<file path="src/rtl/defl_i2c_pkg.sv">
// Package: shared types and constants for the deflection-controller register slave.
// Assumes: byte-wide registers and one control register holding the mode bits.
package defl_i2c_pkg;

    // Protocol phase of the byte engine
    typedef enum logic [2:0] {
        BUS_IDLE = 3'd0,
        BUS_ADDR = 3'd1,
        BUS_SUB  = 3'd2,
        BUS_DATA = 3'd3,
        BUS_SKIP = 3'd4
    } bus_st_t;

    // Bit positions inside the control register
    localparam int CTRL_STBY_BIT = 0;
    localparam int CTRL_SOFT_BIT = 1;

    localparam int BYTE_W = 8;

endpackage

</file>
<file path="src/rtl/defl_line_sync.sv">
// Module: defl_line_sync
// Brings SCL/SDA into the clk domain and detects SCL edges and START/STOP.
// Assumes: clk is several times faster than SCL; SYNC_STAGES >= 2.
module defl_line_sync #(
    parameter int SYNC_STAGES = 2
) (
    input  logic clk,
    input  logic rst_n,
    input  logic scl_i,
    input  logic sda_i,
    output logic scl_s_o,
    output logic sda_s_o,
    output logic scl_rise_o,
    output logic scl_fall_o,
    output logic start_o,
    output logic stop_o
);

    logic [SYNC_STAGES-1:0] scl_pipe;
    logic [SYNC_STAGES-1:0] sda_pipe;
    logic                   scl_d;
    logic                   sda_d;

    // Synchronizer chains; the idle bus level is high
    always_ff @(posedge clk) begin
        if (!rst_n) begin
            scl_pipe <= '1;
            sda_pipe <= '1;
        end else begin
            scl_pipe <= {scl_pipe[SYNC_STAGES-2:0], scl_i};
            sda_pipe <= {sda_pipe[SYNC_STAGES-2:0], sda_i};
        end
    end

    // Previous synchronized levels for edge detection
    always_ff @(posedge clk) begin
        if (!rst_n) begin
            scl_d <= 1'b1;
            sda_d <= 1'b1;
        end else begin
            scl_d <= scl_pipe[SYNC_STAGES-1];
            sda_d <= sda_pipe[SYNC_STAGES-1];
        end
    end

    // Edge and bus-condition decode
    always_comb begin
        scl_s_o    = scl_pipe[SYNC_STAGES-1];
        sda_s_o    = sda_pipe[SYNC_STAGES-1];
        scl_rise_o = scl_s_o & ~scl_d;
        scl_fall_o = ~scl_s_o & scl_d;
        start_o    = scl_s_o & scl_d & sda_d & ~sda_s_o;
        stop_o     = scl_s_o & scl_d & ~sda_d & sda_s_o;
    end

endmodule

</file>
<file path="src/rtl/defl_byte_engine.sv">
// Module: defl_byte_engine
// Shifts in address, subaddress and data bytes, keeps the auto-incrementing
// subaddress, and drives the acknowledge slot.
// Assumes: synchronized SCL/SDA with single-cycle edge and condition strobes;
// the data acknowledge decision (data_ack_i) is valid in the commit cycle.
module defl_byte_engine
    import defl_i2c_pkg::*;
#(
    parameter logic [6:0] DEV_ADDR = 7'h46
) (
    input  logic       clk,
    input  logic       rst_n,
    input  logic       scl_s_i,
    input  logic       sda_s_i,
    input  logic       scl_rise_i,
    input  logic       scl_fall_i,
    input  logic       start_i,
    input  logic       stop_i,
    input  logic       data_ack_i,
    output logic [7:0] sub_o,
    output logic [7:0] wdata_o,
    output logic       commit_o,
    output logic       sda_oe_o
);

    bus_st_t    state_q;
    logic [3:0] cnt_q;
    logic       in_ack_q;
    logic       ack_pend_q;
    logic [6:0] shreg_q;
    logic [7:0] sub_q;
    logic       sda_oe_q;
    logic [7:0] byte_w;
    logic       last_bit;
    logic       ack_dec;
    logic       active_ph;

    // Byte being completed and the acknowledge decision for it
    always_comb begin
        byte_w    = {shreg_q, sda_s_i};
        active_ph = (state_q != BUS_IDLE);
        last_bit  = active_ph && scl_rise_i && !in_ack_q && (cnt_q == 4'd7);
        unique case (state_q)
            BUS_ADDR: ack_dec = (byte_w[7:1] == DEV_ADDR) && !byte_w[0];
            BUS_SUB:  ack_dec = 1'b1;
            BUS_DATA: ack_dec = data_ack_i;
            default:  ack_dec = 1'b0;
        endcase
        commit_o = last_bit && (state_q == BUS_DATA);
        wdata_o  = byte_w;
        sub_o    = sub_q;
        sda_oe_o = sda_oe_q;
    end

    // Protocol sequencer: bit counting, acknowledge slot and phase advance
    always_ff @(posedge clk) begin
        if (!rst_n) begin
            state_q    <= BUS_IDLE;
            cnt_q      <= 4'd0;
            in_ack_q   <= 1'b0;
            ack_pend_q <= 1'b0;
            shreg_q    <= 7'd0;
            sub_q      <= 8'd0;
            sda_oe_q   <= 1'b0;
        end else if (start_i || stop_i) begin
            state_q    <= start_i ? BUS_ADDR : BUS_IDLE;
            cnt_q      <= 4'd0;
            in_ack_q   <= 1'b0;
            ack_pend_q <= 1'b0;
            sda_oe_q   <= 1'b0;
        end else if (active_ph) begin
            if (scl_rise_i && !in_ack_q && (cnt_q != 4'd8)) begin
                shreg_q <= byte_w[6:0];
                cnt_q   <= cnt_q + 4'd1;
            end
            if (last_bit) begin
                ack_pend_q <= ack_dec;
                if (state_q == BUS_SUB) begin
                    sub_q <= byte_w;
                end else if (state_q == BUS_DATA && ack_dec) begin
                    sub_q <= sub_q + 8'd1;
                end
            end
            if (scl_fall_i && !in_ack_q && (cnt_q == 4'd8)) begin
                in_ack_q <= 1'b1;
                sda_oe_q <= ack_pend_q;
            end else if (scl_fall_i && in_ack_q) begin
                in_ack_q <= 1'b0;
                sda_oe_q <= 1'b0;
                cnt_q    <= 4'd0;
                unique case (state_q)
                    BUS_ADDR: state_q <= ack_pend_q ? BUS_SUB : BUS_SKIP;
                    BUS_SUB:  state_q <= BUS_DATA;
                    BUS_DATA: state_q <= ack_pend_q ? BUS_DATA : BUS_SKIP;
                    default:  state_q <= BUS_SKIP;
                endcase
            end
        end
    end

    // the line is only pulled low while SCL is low
    p_oe_scl_low_r12: assert property (@(posedge clk) disable iff (!rst_n)
        $rose(sda_oe_q) |-> !scl_s_i);

    // a START resets the byte engine to a clean address phase
    p_start_clears_r11: assert property (@(posedge clk) disable iff (!rst_n)
        start_i |=> (cnt_q == 4'd0 && !sda_oe_q && state_q == BUS_ADDR));

    // a refused transfer never acknowledges
    p_skip_silent_r2: assert property (@(posedge clk) disable iff (!rst_n)
        (state_q == BUS_SKIP) |-> !sda_oe_q);

endmodule

</file>
<file path="src/rtl/defl_reg_bank.sv">
// Module: defl_reg_bank
// Holds the byte registers, decides whether a data byte is accepted, and runs
// the standby / soft-start mode control with supply-dip priority.
// Assumes: pwr_dip_i is synchronous to clk; CTRL_IDX < NUM_REGS <= 256.
module defl_reg_bank
    import defl_i2c_pkg::*;
#(
    parameter int NUM_REGS = 32,
    parameter int CTRL_IDX = 26
) (
    input  logic                  clk,
    input  logic                  rst_n,
    input  logic [7:0]            sub_i,
    input  logic [7:0]            wdata_i,
    input  logic                  commit_i,
    input  logic                  pwr_dip_i,
    output logic                  accept_o,
    output logic [NUM_REGS*8-1:0] regs_o,
    output logic                  standby_o,
    output logic                  soft_start_o
);

    localparam logic [7:0] CTRL_SUB = 8'(CTRL_IDX);

    logic stby_q;
    logic soft_q;
    logic in_range;
    logic is_ctrl;
    logic wr_en;

    // Acceptance of the data byte being committed
    always_comb begin
        in_range = ({24'd0, sub_i} < NUM_REGS);
        is_ctrl  = (sub_i == CTRL_SUB);
        accept_o = in_range && (is_ctrl || (!stby_q && !pwr_dip_i));
        wr_en    = commit_i && accept_o;
    end

    // One storage cell per register
    for (genvar i = 0; i < NUM_REGS; i++) begin : g_reg
        logic [7:0] cell_q;

        // Load this cell on an accepted write to its subaddress
        always_ff @(posedge clk) begin
            if (!rst_n) begin
                cell_q <= 8'd0;
            end else if (wr_en && (sub_i == 8'(i))) begin
                cell_q <= wdata_i;
            end
        end

        assign regs_o[i*8 +: 8] = cell_q;
    end

    // Mode control: dip first, then the control-register request bits
    always_ff @(posedge clk) begin
        if (!rst_n) begin
            stby_q <= 1'b1;
            soft_q <= 1'b0;
        end else begin
            soft_q <= 1'b0;
            if (pwr_dip_i) begin
                stby_q <= 1'b1;
            end else if (wr_en && is_ctrl) begin
                if (wdata_i[CTRL_STBY_BIT]) begin
                    stby_q <= 1'b1;
                end else if (wdata_i[CTRL_SOFT_BIT]) begin
                    stby_q <= 1'b0;
                    soft_q <= 1'b1;
                end
            end
        end
    end

    assign standby_o    = stby_q;
    assign soft_start_o = soft_q;

    // the soft-start pulse lasts one clock and coincides with active mode
    p_pulse_single_r6: assert property (@(posedge clk) disable iff (!rst_n)
        soft_q |=> !soft_q);
    p_pulse_active_r6: assert property (@(posedge clk) disable iff (!rst_n)
        soft_q |-> !stby_q);

    // a dip always yields standby and no pulse on the next clock
    p_dip_wins_r10: assert property (@(posedge clk) disable iff (!rst_n)
        pwr_dip_i |=> (stby_q && !soft_q));

    // an ordinary write in standby leaves every register unchanged
    p_no_store_stby_r5: assert property (@(posedge clk) disable iff (!rst_n)
        (commit_i && stby_q && !is_ctrl) |=> $stable(regs_o));

endmodule

</file>
<file path="src/rtl/defl_i2c_regslave.sv">
// Module: defl_i2c_regslave (top)
// Write-only serial register slave with standby-gated data acknowledge.
// Assumes: clk runs at least 8x faster than SCL; SDA is open-drain outside.
module defl_i2c_regslave #(
    parameter logic [6:0] DEV_ADDR    = 7'h46,
    parameter int         NUM_REGS    = 32,
    parameter int         CTRL_IDX    = 26,
    parameter int         SYNC_STAGES = 2
) (
    input  logic                  clk,
    input  logic                  rst_n,
    input  logic                  scl_i,
    input  logic                  sda_i,
    output logic                  sda_oe_o,
    input  logic                  pwr_dip_i,
    output logic [NUM_REGS*8-1:0] regs_o,
    output logic                  soft_start_o,
    output logic                  standby_o
);

    logic       scl_s;
    logic       sda_s;
    logic       scl_rise;
    logic       scl_fall;
    logic       start_det;
    logic       stop_det;
    logic       accept;
    logic       commit;
    logic [7:0] sub;
    logic [7:0] wdata;

    defl_line_sync #(
        .SYNC_STAGES(SYNC_STAGES)
    ) u_sync (
        .clk       (clk),
        .rst_n     (rst_n),
        .scl_i     (scl_i),
        .sda_i     (sda_i),
        .scl_s_o   (scl_s),
        .sda_s_o   (sda_s),
        .scl_rise_o(scl_rise),
        .scl_fall_o(scl_fall),
        .start_o   (start_det),
        .stop_o    (stop_det)
    );

    defl_byte_engine #(
        .DEV_ADDR(DEV_ADDR)
    ) u_engine (
        .clk       (clk),
        .rst_n     (rst_n),
        .scl_s_i   (scl_s),
        .sda_s_i   (sda_s),
        .scl_rise_i(scl_rise),
        .scl_fall_i(scl_fall),
        .start_i   (start_det),
        .stop_i    (stop_det),
        .data_ack_i(accept),
        .sub_o     (sub),
        .wdata_o   (wdata),
        .commit_o  (commit),
        .sda_oe_o  (sda_oe_o)
    );

    defl_reg_bank #(
        .NUM_REGS(NUM_REGS),
        .CTRL_IDX(CTRL_IDX)
    ) u_bank (
        .clk         (clk),
        .rst_n       (rst_n),
        .sub_i       (sub),
        .wdata_i     (wdata),
        .commit_i    (commit),
        .pwr_dip_i   (pwr_dip_i),
        .accept_o    (accept),
        .regs_o      (regs_o),
        .standby_o   (standby_o),
        .soft_start_o(soft_start_o)
    );

endmodule

</file>
<file path="config.mk">
export PLATFORM = sky130hd
export DESIGN_NAME = defl_i2c_regslave
export DESIGN_NICKNAME = d
export VERILOG_FILES = /design/src/rtl/defl_i2c_pkg.sv /design/src/rtl/defl_line_sync.sv /design/src/rtl/defl_byte_engine.sv /design/src/rtl/defl_reg_bank.sv /design/src/rtl/defl_i2c_regslave.sv
export SDC_FILE = /design/constraint.sdc
export NUM_CORES = 1
export LEC_CHECK = 0
export BUFFER_PORTS_ARGS = -buffer_cell sky130_fd_sc_hd__buf_4
export CAP_MARGIN = 15
export CORE_ASPECT_RATIO = 0.9
export CORE_MARGIN = 3
export CORE_UTILIZATION = 30
export CTS_CLUSTER_DIAMETER = 80
export DETAILED_ROUTE_END_ITERATION = 8
export GPL_ROUTABILITY_DRIVEN = 0
export MAX_ROUTING_LAYER = met4
export SETUP_SLACK_MARGIN = 0.3
export SLEW_MARGIN = 20
export SYNTH_ARGS = -nofsm -noshare
export SYNTH_HDL_FRONTEND = slang
export SYNTH_SLANG_ARGS = --single-unit
</file>
<file path="constraint.sdc">
create_clock -name clk -period 3.6 [get_ports clk]
set_input_delay 0.54 -clock clk [delete_from_list [all_inputs] [get_ports clk]]
set_output_delay 0.54 -clock clk [all_outputs]
set_load 0.05 [all_outputs]
</file>
After elaboration in Yosys (flattened, before gate mapping)
Index checks and enable logic that the tools add are counted.

Bits of input ports: 5. Register bits: 289. Memory bits (writable): 0. Output and inout bits: 259. Memories kept: 0. Logic and storage cells: 189. Bits in read-only memories: 0. Latch bits: 0.

Equality and inequality tests: 39. Multipliers: 0. Magnitude comparators: 1. Bitwise gates (word level): 14. Divide/modulo/power cells: 0. Shift-type cells: 0. Reductions and logical operators: 68. Add/sub/neg operators: 2. Multiplexer cells: 20.

Operators with widths (count): $eq A8 B5 Y1 const B (16); $eq A8 B4 Y1 const B (8); $logic_and A1 B1 Y1 (46); $eq A8 B3 Y1 const B (4); $mux W3 (6); $eq A8 B2 Y1 const B (2); $mux W8 (2); $mux W4 (3); $reduce_bool A2 Y1 (5); $pmux W3 S3 (1); $add A8 B1 Y8 const B (1); $eq A8 B1 Y1 const B (1); $logic_not A8 Y1 (1); $lt A8 B6 Y1 const B (1); $and A1 B1 Y1 (7); $eq A7 B7 Y1 const B (1); $mux W1 (7); $not A1 Y1 (7); $eq A3 B2 Y1 const B (2); $reduce_and A2 Y1 (3); $reduce_and A3 Y1 (2); $add A4 B1 Y4 const B (1); $eq A4 B3 Y1 const B (1); $eq A4 B4 Y1 const B (1); other kinds (10) (15).

Depth between registers and ports, before layout
Gate-level depths: netlist (run 1).

Word-level depth: 10. Mapped depth: 10. Mapped depth without buffers: 7.

Hierarchy
Synthesis (run 1) repeated with hierarchy kept, for this count alone.

Cell total of the unflattened synthesis: 1098. Area, all modules: 11177.0 sq um.

By module, submodules not included: defl_reg_bank (seq. area each 5165.0 sq um, area each 9552.9 sq um, cells each 906, times used 1); defl_byte_engine (seq. area each 500.5 sq um, area each 1433.9 sq um, cells each 176, times used 1); defl_line_sync (seq. area each 120.1 sq um, area each 190.2 sq um, cells each 16, times used 1).

Least setup slack after synthesis (run 1)
OpenSTA, ideal clock, no wires.

Path kind: reg2reg. From: register u_engine.sub_q[0] (netlist: u_engine.sub_o[0]). To: register u_bank.g_reg[5].cell_q[5]. Library setup time: 0.070 ns. Clock period less this slack: 2.213 ns. Buffers on the path: 3. Data arrival time: 2.143 ns. Setup slack: 1.387 ns. Stages on the path, launching flop included: 11. Data required time: 3.530 ns. Path through: dfxtp_1 -> inv_1 -> ha_1 -> clkbuf_1 -> a41oi_2 -> or2_1 -> buf_6 -> buf_8 -> nor4_4 -> nand2_1 -> a21boi_1.

Cells in the longest elaborated chain, start to end: 5. Elaborated cells on any way between the ends: 7. Classes of those cells: 1 x order compare; 2 x eq/ne; 4 x reduce/logical.

Ends and longest elaborated chain: from (decl) (RTL line defl_byte_engine.sv:31) `logic [7:0] sub_q;`; from (signal assigned) (RTL line defl_byte_engine.sv:79) `sub_q <= byte_w;`; from (signal assigned) (RTL line defl_byte_engine.sv:81) `sub_q <= sub_q + 8'd1;`; branches (longest 4 deep; another with $lt A8 B6 Y1); $logic_and A1 B1 Y1 * (RTL line defl_reg_bank.sv:47) `end else if (wr_en && (sub_i == 8'(i))) begin`; to (signal assigned) (RTL line defl_reg_bank.sv:48) `cell_q <= wdata_i;`; to (decl) (RTL line defl_reg_bank.sv:41) `logic [7:0] cell_q;`.

Every way passes the cells marked *. A chain may end at the register's enable or synchronous reset.

Worst setup path in the final report (run 1)
From: register u_engine.sub_q[4] (netlist: u_engine.sub_o[4]). To: register u_bank.g_reg[4].cell_q[4].

Cells in the longest elaborated chain, start to end: 5. Elaborated cells on any way between the ends: 7. Classes of those cells: 1 x order compare; 2 x eq/ne; 4 x reduce/logical.

Ends and longest elaborated chain (RTL line): branches (longest 4 deep; another with $lt A8 B6 Y1); $logic_and A1 B1 Y1 * (defl_reg_bank.sv:47); to (signal assigned) (defl_reg_bank.sv:48); to (decl) (defl_reg_bank.sv:41).

Marks and branches as above.

==> results of run 1 <==
-- worst paths after layout --
kind / startpoint / end / slack [ns] / cells after the start
hold reg to reg: u_sync.sda_pipe[0] / u_sync.sda_pipe[1] / 0.41 / 1
setup / recovery: u_engine.sub_o[4] / u_bank.g_reg[4].cell_q[4] / 0.86 / 6
setup reg to reg: u_engine.sub_o[4] / u_bank.g_reg[4].cell_q[4] / 0.86 / 6
hold / removal: scl_i / u_sync.scl_pipe[0] / 0.21 / 2
-- registers in the layout, indices dropped and copies added, names as in the netlist --
register             flops
u_engine.ack_pend_q      1
u_engine.shreg_q         7
u_engine.cnt_q           4
u_sync.sda_pipe          2
u_sync.scl_pipe          2
u_sync.scl_d             1
u_engine.state_q         3
u_bank.standby_o         1
u_engine.in_ack_q        1
u_bank.g.cell_q        256
u_sync.sda_d             1
u_engine.sda_oe_o        1
u_bank.soft_start_o      1
u_engine.sub_o           8
-- power by group --
| group | switching (uW) | total (uW) | internal, uW |
|---|---|---|---|
| Clock | 1350 | 3560 | 2200 |
| Sequential | 10.6 | 3210 | 3200 |
| Combinational | 80.6 | 137 | 56.6 |
| Total | 1450 | 6910 | 5460 |
-- logic make-up after synthesis --
family / after synthesis
flops: 289
buf+inv: 95
fa+ha+maj: 6
mux: 122
simple gates: 559
compound gates: 181
xor+xnor: 3
-- metal layers --
metal | GRT usage (%) | up-vias | share of wire [%]
met5 | - | - | 0
met4 | 4.772 | 0 | 2.2
met3 | 3.314 | 65 | 4.9
met2 | 28.76 | 231 | 47
met1 | 23.29 | 4553 | 46
li1 | - | 4668 | -
-- final cells by class --
cell class              count  share of cell area (%)
flip-flops and latches    289                   37.54
multi-input cells         871                   36.63
repair buffers            281                   13.85
clock buffers              48                   6.654
well taps                 525                   4.255
clock inverters            10                  0.8672
inverters                   8                  0.1945
-- placed cells by master, fill, tap and decap left out, types with 3 or more instances in the layout --
cell type	count
nand2_1	304
dfxtp_1	281
buf_4	278
nor2b_1	125
mux2i_1	122
a21boi_1	82
a21boi_0	60
clkbuf_16	37
nor2_1	20
nand3_1	20
nand4_1	18
nor4_4	17
a21oi_1	17
nand2b_1	15
nand3_2	10
dfxtp_2	8
inv_1	7
o21ai_0	6
ha_1	6
clkbuf_8	6
nor3_1	5
clkbuf_1	5
nand4b_1	4
clkinv_2	4
and3_1	3
bufinv_16	3
-- stage by stage --
stage,cells,instance area [um^2]
2_1_floorplan,1255,11840
3_3_place_gp,1974,14280
3_5_place_dp,1974,14280
4_1_cts,2032,15440
5_1_grt,2032,15440
6_report,2032,15440
==> flow_summary.html, run 1 <==
<table>
<tr><th>Metric</th><th>Value</th></tr>
<tr><th colspan="2">Timing</th></tr>
<tr><td>Final Critical Period</td><td>2.736 ns</td></tr>
<tr><td>Count of endpoints failing hold in the final timing report</td><td>0</td></tr>
<tr><td>Number of pins with negative max-slew slack in the final report</td><td>0</td></tr>
<tr><td>Final critical-path setup slack</td><td>between 0.8 and 0.9 ns</td></tr>
<tr><td>Post-Route Setup TNS</td><td>0 ns</td></tr>
<tr><td>Final setup skew</td><td>about 0.013 ns</td></tr>
<tr><td>Final period utilization</td><td>about three quarters</td></tr>
<tr><td>Post-route worst hold slack</td><td>between 0.2 and 0.25 ns</td></tr>
<tr><td>Headroom to the max-slew limit</td><td>about 37%</td></tr>
<tr><td>Count of final setup violators</td><td>0</td></tr>
<tr><td>Transition at the pin with the smallest max-transition slack</td><td>0.9419 ns</td></tr>
<tr><td>FMAX</td><td>about 370 MHz</td></tr>
<tr><td>RSZ-0062 raised after global routing</td><td>no</td></tr>
<tr><th colspan="2">Clock network</th></tr>
<tr><td>Number of post-CTS setup repair buffers</td><td>0</td></tr>
<tr><td>TritonCTS clock tree</td><td>done</td></tr>
<tr><td>Clk slew on worst S/H paths</td><td>approximately 0.060 ns</td></tr>
<tr><td>Total number of H-tree levels</td><td>2</td></tr>
<tr><td>Clock tree sinks</td><td>289</td></tr>
<tr><td>Insertion delay to the later sink of the worst-skew pair</td><td>0.52 ns</td></tr>
<tr><td>Number of buffers inserted during clock tree synthesis</td><td>34</td></tr>
<tr><td>Buffers from clock root to sink, at most</td><td>3</td></tr>
<tr><td>Clock Root Buffer</td><td>clkbuf_16</td></tr>
<tr><td>Post-cts gate resize count</td><td>0</td></tr>
<tr><td>Hold bufs inserted after CTS</td><td>0</td></tr>
<tr><th colspan="2">Critical path</th></tr>
<tr><td>Worst Path Buf+Inv</td><td>1</td></tr>
<tr><td>Critical Path Start Type</td><td>flop</td></tr>
<tr><td>Data arrival time at the worst-slack endpoint</td><td>roughly 3.1 ns</td></tr>
<tr><td>Data required time at the worst endpoint</td><td>between 3 and 4 ns</td></tr>
<tr><td>Slowest cell on the critical path</td><td>dfxtp_1</td></tr>
<tr><td>CP Class</td><td>reg2reg</td></tr>
<tr><td>CP Cell Sequence</td><td>a41oi_2 &gt; nor2_1 &gt; buf_4 &gt; nand4_1 &gt; nand2_1 &gt; a21boi_0</td></tr>
<tr><td>Highest fanout seen on the critical path</td><td>15</td></tr>
<tr><td>Element type at the critical path end</td><td>flop</td></tr>
<tr><td>Family with the most delay on the worst path</td><td>simple AND/OR/NAND/NOR gates</td></tr>
<tr><td>Delay of the slowest critical-path stage</td><td>0.67 ns</td></tr>
<tr><th colspan="2">Routing</th></tr>
<tr><td>Via count</td><td>around 9500</td></tr>
<tr><td>Via-to-Cell Ratio</td><td>~4.7</td></tr>
<tr><td>ANT nets after route</td><td>0</td></tr>
<tr><td>Routed wire length per instance</td><td>roughly 19 um</td></tr>
<tr><td>DRC marker count from the first detailed-route iteration</td><td>548</td></tr>
<tr><td>Drt pass-1 iters</td><td>5</td></tr>
<tr><td>Drt total wl</td><td>37.70 mm</td></tr>
<tr><td>Number of remaining DRC errors</td><td>0</td></tr>
<tr><th colspan="2">Floorplanning</th></tr>
<tr><td>Cell row count</td><td>slightly below 70</td></tr>
<tr><td>Die area</td><td>41880 um^2</td></tr>
<tr><td>Initial core utilization</td><td>between 30% and 40%</td></tr>
<tr><td>Height of the chip</td><td>around 190 um</td></tr>
<tr><td>Core region area</td><td>38630 um^2</td></tr>
<tr><td>Width of the die</td><td>~220 um</td></tr>
<tr><td>Number of top-level design ports</td><td>about 260</td></tr>
<tr><th colspan="2">Status</th></tr>
<tr><td>Outcome</td><td>finished, final reports clean</td></tr>
<tr><th colspan="2">Logic synthesis</th></tr>
<tr><td>Post-synthesis cell count</td><td>around 1300</td></tr>
<tr><td>Cell types with the highest counts after synthesis</td><td>304 x nand2_1, 289 x dfxtp_1, 125 x nor2b_1</td></tr>
<tr><td>Top cell type's share of synthesized area</td><td>48.88%</td></tr>
<tr><td>Area fraction in compound gates after synthesis</td><td>between 10% and 20%</td></tr>
<tr><td>Number of synthesized register bits</td><td>~290</td></tr>
<tr><td>Most common cell in the synthesized netlist</td><td>nand2_1</td></tr>
<tr><td>Syn nets</td><td>between 1000 and 1500</td></tr>
<tr><td>Mux contribution to synthesized area</td><td>between 10% and 20%</td></tr>
<tr><td>Combinational family with the most area after synthesis</td><td>simple AND/OR/NAND/NOR gates</td></tr>
<tr><td>Most area-consuming cells after synthesis</td><td>dfxtp_1 49%, mux2i_1 10%, nand2_1 9.6%</td></tr>
<tr><td>Number of flops mapped to enable cells by yosys</td><td>0</td></tr>
<tr><td>Mean instance size in the synthesized netlist</td><td>9.431 um^2</td></tr>
<tr><td>Post-synthesis share of cell area spent on xor and xnor gates</td><td>less than 1%</td></tr>
<tr><td>Library cell with the largest summed area after synthesis</td><td>dfxtp_1</td></tr>
<tr><td>Synthesized area</td><td>approximately 12000 um^2</td></tr>
<tr><td>Count of warnings emitted by yosys</td><td>0</td></tr>
<tr><td>Proportion of synthesized flip-flops having asynchronous set or reset</td><td>0%</td></tr>
<tr><td>Post-synthesis cell type count</td><td>59</td></tr>
<tr><td>Main synth FF type</td><td>dfxtp_1</td></tr>
<tr><td>Sequential fraction of the synthesis area</td><td>roughly half</td></tr>
<tr><td>Arithmetic-cell share of the synthesized area counting full adders, half adders and majority gates</td><td>less than 1%</td></tr>
<tr><td>Post-synthesis simple-gate area fraction</td><td>~25%</td></tr>
<tr><th colspan="2">Power and ir drop</th></tr>
<tr><td>Overall Power</td><td>6907 uW</td></tr>
<tr><td>Static leakage</td><td>between 0.006 and 0.007 uW</td></tr>
<tr><td>PD cells</td><td>~450 nW/um^2</td></tr>
<tr><td>IR drop worst, VDD</td><td>~0.25 mV</td></tr>
<tr><th colspan="2">Global route</th></tr>
<tr><td>Total gr overflow</td><td>0</td></tr>
<tr><td>Overall fraction of global-route tracks in use</td><td>17.90%</td></tr>
<tr><td>Largest net degree at the start of global routing</td><td>112</td></tr>
<tr><td>Vias in the first global route</td><td>9233</td></tr>
<tr><td>First-pass GRT wire length</td><td>57.17 mm</td></tr>
<tr><td>Number of antenna violations at the first check in global routing</td><td>0</td></tr>
<tr><th colspan="2">Layout</th></tr>
<tr><td>FF/Latch Area</td><td>slightly below 6000 um^2</td></tr>
<tr><td>Layout-stage area growth over the synthesis result</td><td>30.42%</td></tr>
<tr><td>Antenna diode instance count</td><td>0</td></tr>
<tr><td>Area occupied by multi-input gates</td><td>~5700 um^2</td></tr>
<tr><td>Filler cell count</td><td>~4000</td></tr>
<tr><td>Fraction of layout cells with a size suffix above 1</td><td>between 20% and 30%</td></tr>
<tr><td>Total Nets Final</td><td>1496</td></tr>
<tr><td>Final core area utilization</td><td>39.97%</td></tr>
<tr><th colspan="2">Place</th></tr>
<tr><td>Placement-stage worst setup slack</td><td>between 0.8 and 0.9 ns</td></tr>
<tr><td>Half-perimeter wire length after placement</td><td>approximately 24 mm</td></tr>
<tr><td>Port-buffer cells</td><td>about 260</td></tr>
<tr><th colspan="2">Job</th></tr>
<tr><td>Maximum Capacitance Violations</td><td>0</td></tr>
<tr><th colspan="2">Min path</th></tr>
<tr><td>Worst hold path type</td><td>in2reg</td></tr>
</table>
Power figures use the tool's default switching activity.
==> run 2: changes to the inputs <==
clock period = 2.26 ns   (was 3.6 ns; I/O delays follow)
==> run 2 against run 1 <==
Net effect:
- sequential power is 59% higher
- sequential share of layout area shrank 3.6 points
- setup slack worse by 0.75 ns
- via count up 5.7%
- first-iteration DRC count increased by 17%
- core utilization up 4.4 points
- non-clock buffer count increased by 92
- combinational power grew 94%
- total power up 64%
- cell count grew 4.7%
- wire length rose by 4.0%
==> flow_summary.html, run 2 (synthesis results as in run 1) <==
<table>
<tr><th>Metric</th><th>Value</th></tr>
<tr><th colspan="2">Critical path</th></tr>
<tr><td>CP Class</td><td>reg2reg (unchanged)</td></tr>
<tr><td>Worst R2R Path Depth</td><td>8 (was 6)</td></tr>
<tr><td>Source of the critical timing path</td><td>u_engine.shreg_q[3] (was u_engine.sub_o[4])</td></tr>
<tr><td>Element type at the critical path end</td><td>flop (unchanged)</td></tr>
<tr><td>Reg-to-reg critical path startpoint</td><td>u_engine.shreg_q[3] (was u_engine.sub_o[4])</td></tr>
<tr><td>Register-to-register setup slack</td><td>0.11 ns (was 0.86 ns)</td></tr>
<tr><td>Critical Path Start Type</td><td>flop (unchanged)</td></tr>
<tr><td>Data required time at the worst endpoint</td><td>2.67 ns (was 3.99 ns)</td></tr>
<tr><td>Reg2reg end</td><td>u_engine.sub_o[3] (was u_bank.g_reg[4].cell_q[4])</td></tr>
<tr><td>Data arrival time at the worst-slack endpoint</td><td>2.56 ns (was 3.12 ns)</td></tr>
<tr><td>Highest fanout seen on the critical path</td><td>5 (was 15)</td></tr>
<tr><th colspan="2">Global route</th></tr>
<tr><td>Number of antenna violations at the first check in global routing</td><td>0 (unchanged)</td></tr>
<tr><td>Total gr overflow</td><td>0 (unchanged)</td></tr>
<tr><td>Vias in the first global route</td><td>9754 (was 9233)</td></tr>
<tr><td>Overall fraction of global-route tracks in use</td><td>18.21% (was 17.90%)</td></tr>
<tr><td>First-pass GRT wire length</td><td>58.73 mm (was 57.17 mm)</td></tr>
<tr><td>Largest net degree at the start of global routing</td><td>87 (was 112)</td></tr>
<tr><th colspan="2">Floorplanning</th></tr>
<tr><td>Core region area</td><td>38630 um^2 (unchanged)</td></tr>
<tr><td>Height of the chip</td><td>194.4 um (unchanged)</td></tr>
<tr><td>Number of top-level design ports</td><td>264 (unchanged)</td></tr>
<tr><td>Width of the die</td><td>215.4 um (unchanged)</td></tr>
<tr><td>Die area</td><td>41880 um^2 (unchanged)</td></tr>
<tr><td>Cell row count</td><td>68 (unchanged)</td></tr>
<tr><td>Initial core utilization</td><td>30.64% (unchanged)</td></tr>
<tr><th colspan="2">Layout</th></tr>
<tr><td>Fraction of layout cells with a size suffix above 1</td><td>37.55% (was 25.28%)</td></tr>
<tr><td>Number of flip-flops in the largest register</td><td>256 (unchanged)</td></tr>
<tr><td>Register with the most flip-flops</td><td>u_bank.g.cell_q (unchanged)</td></tr>
<tr><td>Commonest cells after routing, fill and taps aside</td><td>318 x buf_4, 272 x dfxtp_1, 236 x nand2_1, 124 x nor2b_1, 120 x mux2i_1 (was 304 x nand2_1, 281 x dfxtp_1, 278 x buf_4, 125 x nor2b_1, 122 x mux2i_1)</td></tr>
<tr><td>Layout-stage area growth over the synthesis result</td><td>44.80% (was 30.42%)</td></tr>
<tr><td>Total Nets Final</td><td>1590 (was 1496)</td></tr>
<tr><td>Antenna diode instance count</td><td>0 (unchanged)</td></tr>
<tr><td>Final core area utilization</td><td>44.37% (was 39.97%)</td></tr>
<tr><td>Most common library cell in the layout ignoring fill and taps</td><td>buf_4 (was nand2_1)</td></tr>
<tr><th colspan="2">Clock network</th></tr>
<tr><td>Clock Root Buffer</td><td>clkbuf_16 (unchanged)</td></tr>
<tr><td>Clk slew on worst S/H paths</td><td>0.07 ns (was 0.06 ns)</td></tr>
<tr><td>Insertion delay to the later sink of the worst-skew pair</td><td>0.53 ns (was 0.52 ns)</td></tr>
<tr><td>Buffers from clock root to sink, at most</td><td>3 (unchanged)</td></tr>
<tr><td>TritonCTS clock tree</td><td>done (unchanged)</td></tr>
<tr><td>Clock tree sinks</td><td>289 (unchanged)</td></tr>
<tr><td>Number of buffers inserted during clock tree synthesis</td><td>35 (was 34)</td></tr>
<tr><td>Total number of H-tree levels</td><td>2 (unchanged)</td></tr>
<tr><th colspan="2">Min path</th></tr>
<tr><td>Critical hold path startpoint</td><td>rst_n (was scl_i)</td></tr>
<tr><td>Worst hold path type</td><td>in2reg (unchanged)</td></tr>
<tr><td>Count of cells along the worst hold path</td><td>2 (unchanged)</td></tr>
<tr><td>Terminating pin of the worst hold path</td><td>u_sync.scl_d (was u_sync.scl_pipe[0])</td></tr>
<tr><th colspan="2">Power and ir drop</th></tr>
<tr><td>Clock network fraction of total power</td><td>52.6% (was 51.5%)</td></tr>
<tr><td>Switching power share of the total</td><td>20.84% (was 20.93%)</td></tr>
<tr><td>Portion of total power attributed to sequential cells</td><td>45.1% (was 46.5%)</td></tr>
<tr><td>Power share of the combinational group</td><td>2.3% (was 2.0%)</td></tr>
<tr><td>Static leakage</td><td>0.007441 uW (was 0.006591 uW)</td></tr>
<tr><td>PD cells</td><td>661.0 nW/um^2 (was 447.4 nW/um^2)</td></tr>
<tr><td>IR drop worst, VDD</td><td>0.5647 mV (was 0.2537 mV)</td></tr>
<tr><td>P_int</td><td>8968 uW (was 5462 uW)</td></tr>
<tr><td>Total net switching power</td><td>2360 uW (was 1446 uW)</td></tr>
<tr><th colspan="2">Timing</th></tr>
<tr><td>FMAX</td><td>465.2 MHz (was 365.6 MHz)</td></tr>
<tr><td>Post-Route Setup TNS</td><td>0 ns (unchanged)</td></tr>
<tr><td>RSZ-0062 raised after global routing</td><td>yes (was no)</td></tr>
<tr><td>Transition at the pin with the smallest max-transition slack</td><td>0.7358 ns (was 0.9419 ns)</td></tr>
<tr><td>Final Critical Period</td><td>2.150 ns (was 2.736 ns)</td></tr>
<tr><td>Number of pins with negative max-slew slack in the final report</td><td>0 (unchanged)</td></tr>
<tr><td>Headroom to the max-slew limit</td><td>50.95% (was 37.08%)</td></tr>
<tr><td>Final period utilization</td><td>95.11% (was 75.99%)</td></tr>
<tr><td>Final setup skew</td><td>0.02417 ns (was 0.01318 ns)</td></tr>
<tr><td>Count of final setup violators</td><td>0 (unchanged)</td></tr>
<tr><td>Count of endpoints failing hold in the final timing report</td><td>0 (unchanged)</td></tr>
<tr><th colspan="2">Place</th></tr>
<tr><td>Port-buffer cells</td><td>263 (unchanged)</td></tr>
<tr><td>Half-perimeter wire length after placement</td><td>24.94 mm (was 24.42 mm)</td></tr>
<tr><th colspan="2">Job</th></tr>
<tr><td>Maximum Capacitance Violations</td><td>0 (unchanged)</td></tr>
<tr><th colspan="2">Routing</th></tr>
<tr><td>Number of remaining DRC errors</td><td>0 (unchanged)</td></tr>
<tr><td>DRC marker count from the first detailed-route iteration</td><td>642 (was 548)</td></tr>
<tr><td>ANT nets after route</td><td>0 (unchanged)</td></tr>
<tr><td>Routed wire length per instance</td><td>18.42 um (was 18.55 um)</td></tr>
<tr><td>Via count</td><td>10060 (was 9517)</td></tr>
<tr><td>Drt pass-1 iters</td><td>7 (was 5)</td></tr>
<tr><td>Drt total wl</td><td>39.19 mm (was 37.70 mm)</td></tr>
<tr><td>Via-to-Cell Ratio</td><td>4.725 (was 4.684)</td></tr>
<tr><th colspan="2">Status</th></tr>
<tr><td>Outcome</td><td>finished, final reports clean (unchanged)</td></tr>
</table>
==> run 2: changes by cell type in the layout (fill, tap and decap cells not counted), moves of 8 or more <==
| cell | before | now |
|---|---|---|
| a21boi_2 | 0 | 30 |
| buf_12 | 2 | 12 |
| dfxtp_1 | 281 | 272 |
| nand3_4 | 0 | 11 |
| a21boi_1 | 82 | 104 |
| nand3_2 | 10 | 2 |
| nand2_1 | 304 | 236 |
| nand2_4 | 0 | 8 |
| buf_4 | 278 | 318 |
| buf_6 | 1 | 36 |
| a21boi_0 | 60 | 8 |
| nand2_2 | 0 | 60 |
==> run 2: cell type report <==
class	instances	area, um^2
Inverter	8	30.03
Tap cell	525	656.9
Clock inverter	12	205.2
Fill cell	3688	21490
Timing Repair Buffer	373	3191
Multi-Input combinational cell	872	6212
Clock buffer	49	1030
Sequential cell	289	5814
==> run 2: power by group through the flow <==
stage	sequential [uW]	clock [uW]	combinational (uW)
CTS	5110	6090	258
global route	5100	6260	283
detailed placement	5220	0	252
floorplan	5220	0	178
global placement	5220	0	250
finish	5110	5960	266
==> run 2: stage by stage <==
step	worst slack, ns	hold WS, ns	power, uW	instance area (um^2)	std cells
after floorplan	0.1334	0.3863	5399	12010	1255
after global placement	0.04590	0.3926	5472	14750	2015
after detailed placement	0.04232	0.3925	5474	14750	2015
after CTS	0.1108	0.06599	11450	16640	2116
after global routing	0.02967	0.08514	11650	17140	2128
final	0.1105	0.09380	11330	17140	2128
==> run 2: worst max-delay path by stage <==
stage,slack [ns],endpoint,cells after the start
after global placement,0.05,u_bank.g_reg[0].cell_q[2],8
after global routing,0.03,u_bank.g_reg[23].cell_q[3],10
final,0.11,u_engine.sub_o[3],8
after floorplan,0.13,u_engine.sub_o[4],8
after CTS,0.11,u_bank.g_reg[23].cell_q[3],10
after detailed placement,0.04,u_bank.g_reg[14].cell_q[7],7
==> run 2: routing by layer <==
metal / track usage [%] / vias to the layer above / share of wire, %
met1: 22.73 / 4890 / 44
met2: 29.34 / 242 / 48
met5: - / - / 0
met4: 5.188 / 0 / 2.3
met3: 4.549 / 68 / 5.9
li1: - / 4855 / -
==> run 2: critical path: stages, from the launching register on <==
cell and delay, ns:
dfxtp_2 0.31, or4b_1 0.52, or4_4 0.44, a21oi_4 0.20
buf_4 0.14, buf_6 0.08, o21a_4 0.17, a21bo_2 0.14
a21oi_2 0.04
==> run 2: timing repair <==
item                                   4_1_cts  5_1_grt
setup endpoints to repair                  266      275
pin swaps                                  130       56
cloned                                       6        0
endpoints found under the hold margin        2        0
hold buffers                                 2        0
buffers inserted                            32       12
resized for setup                          111      125
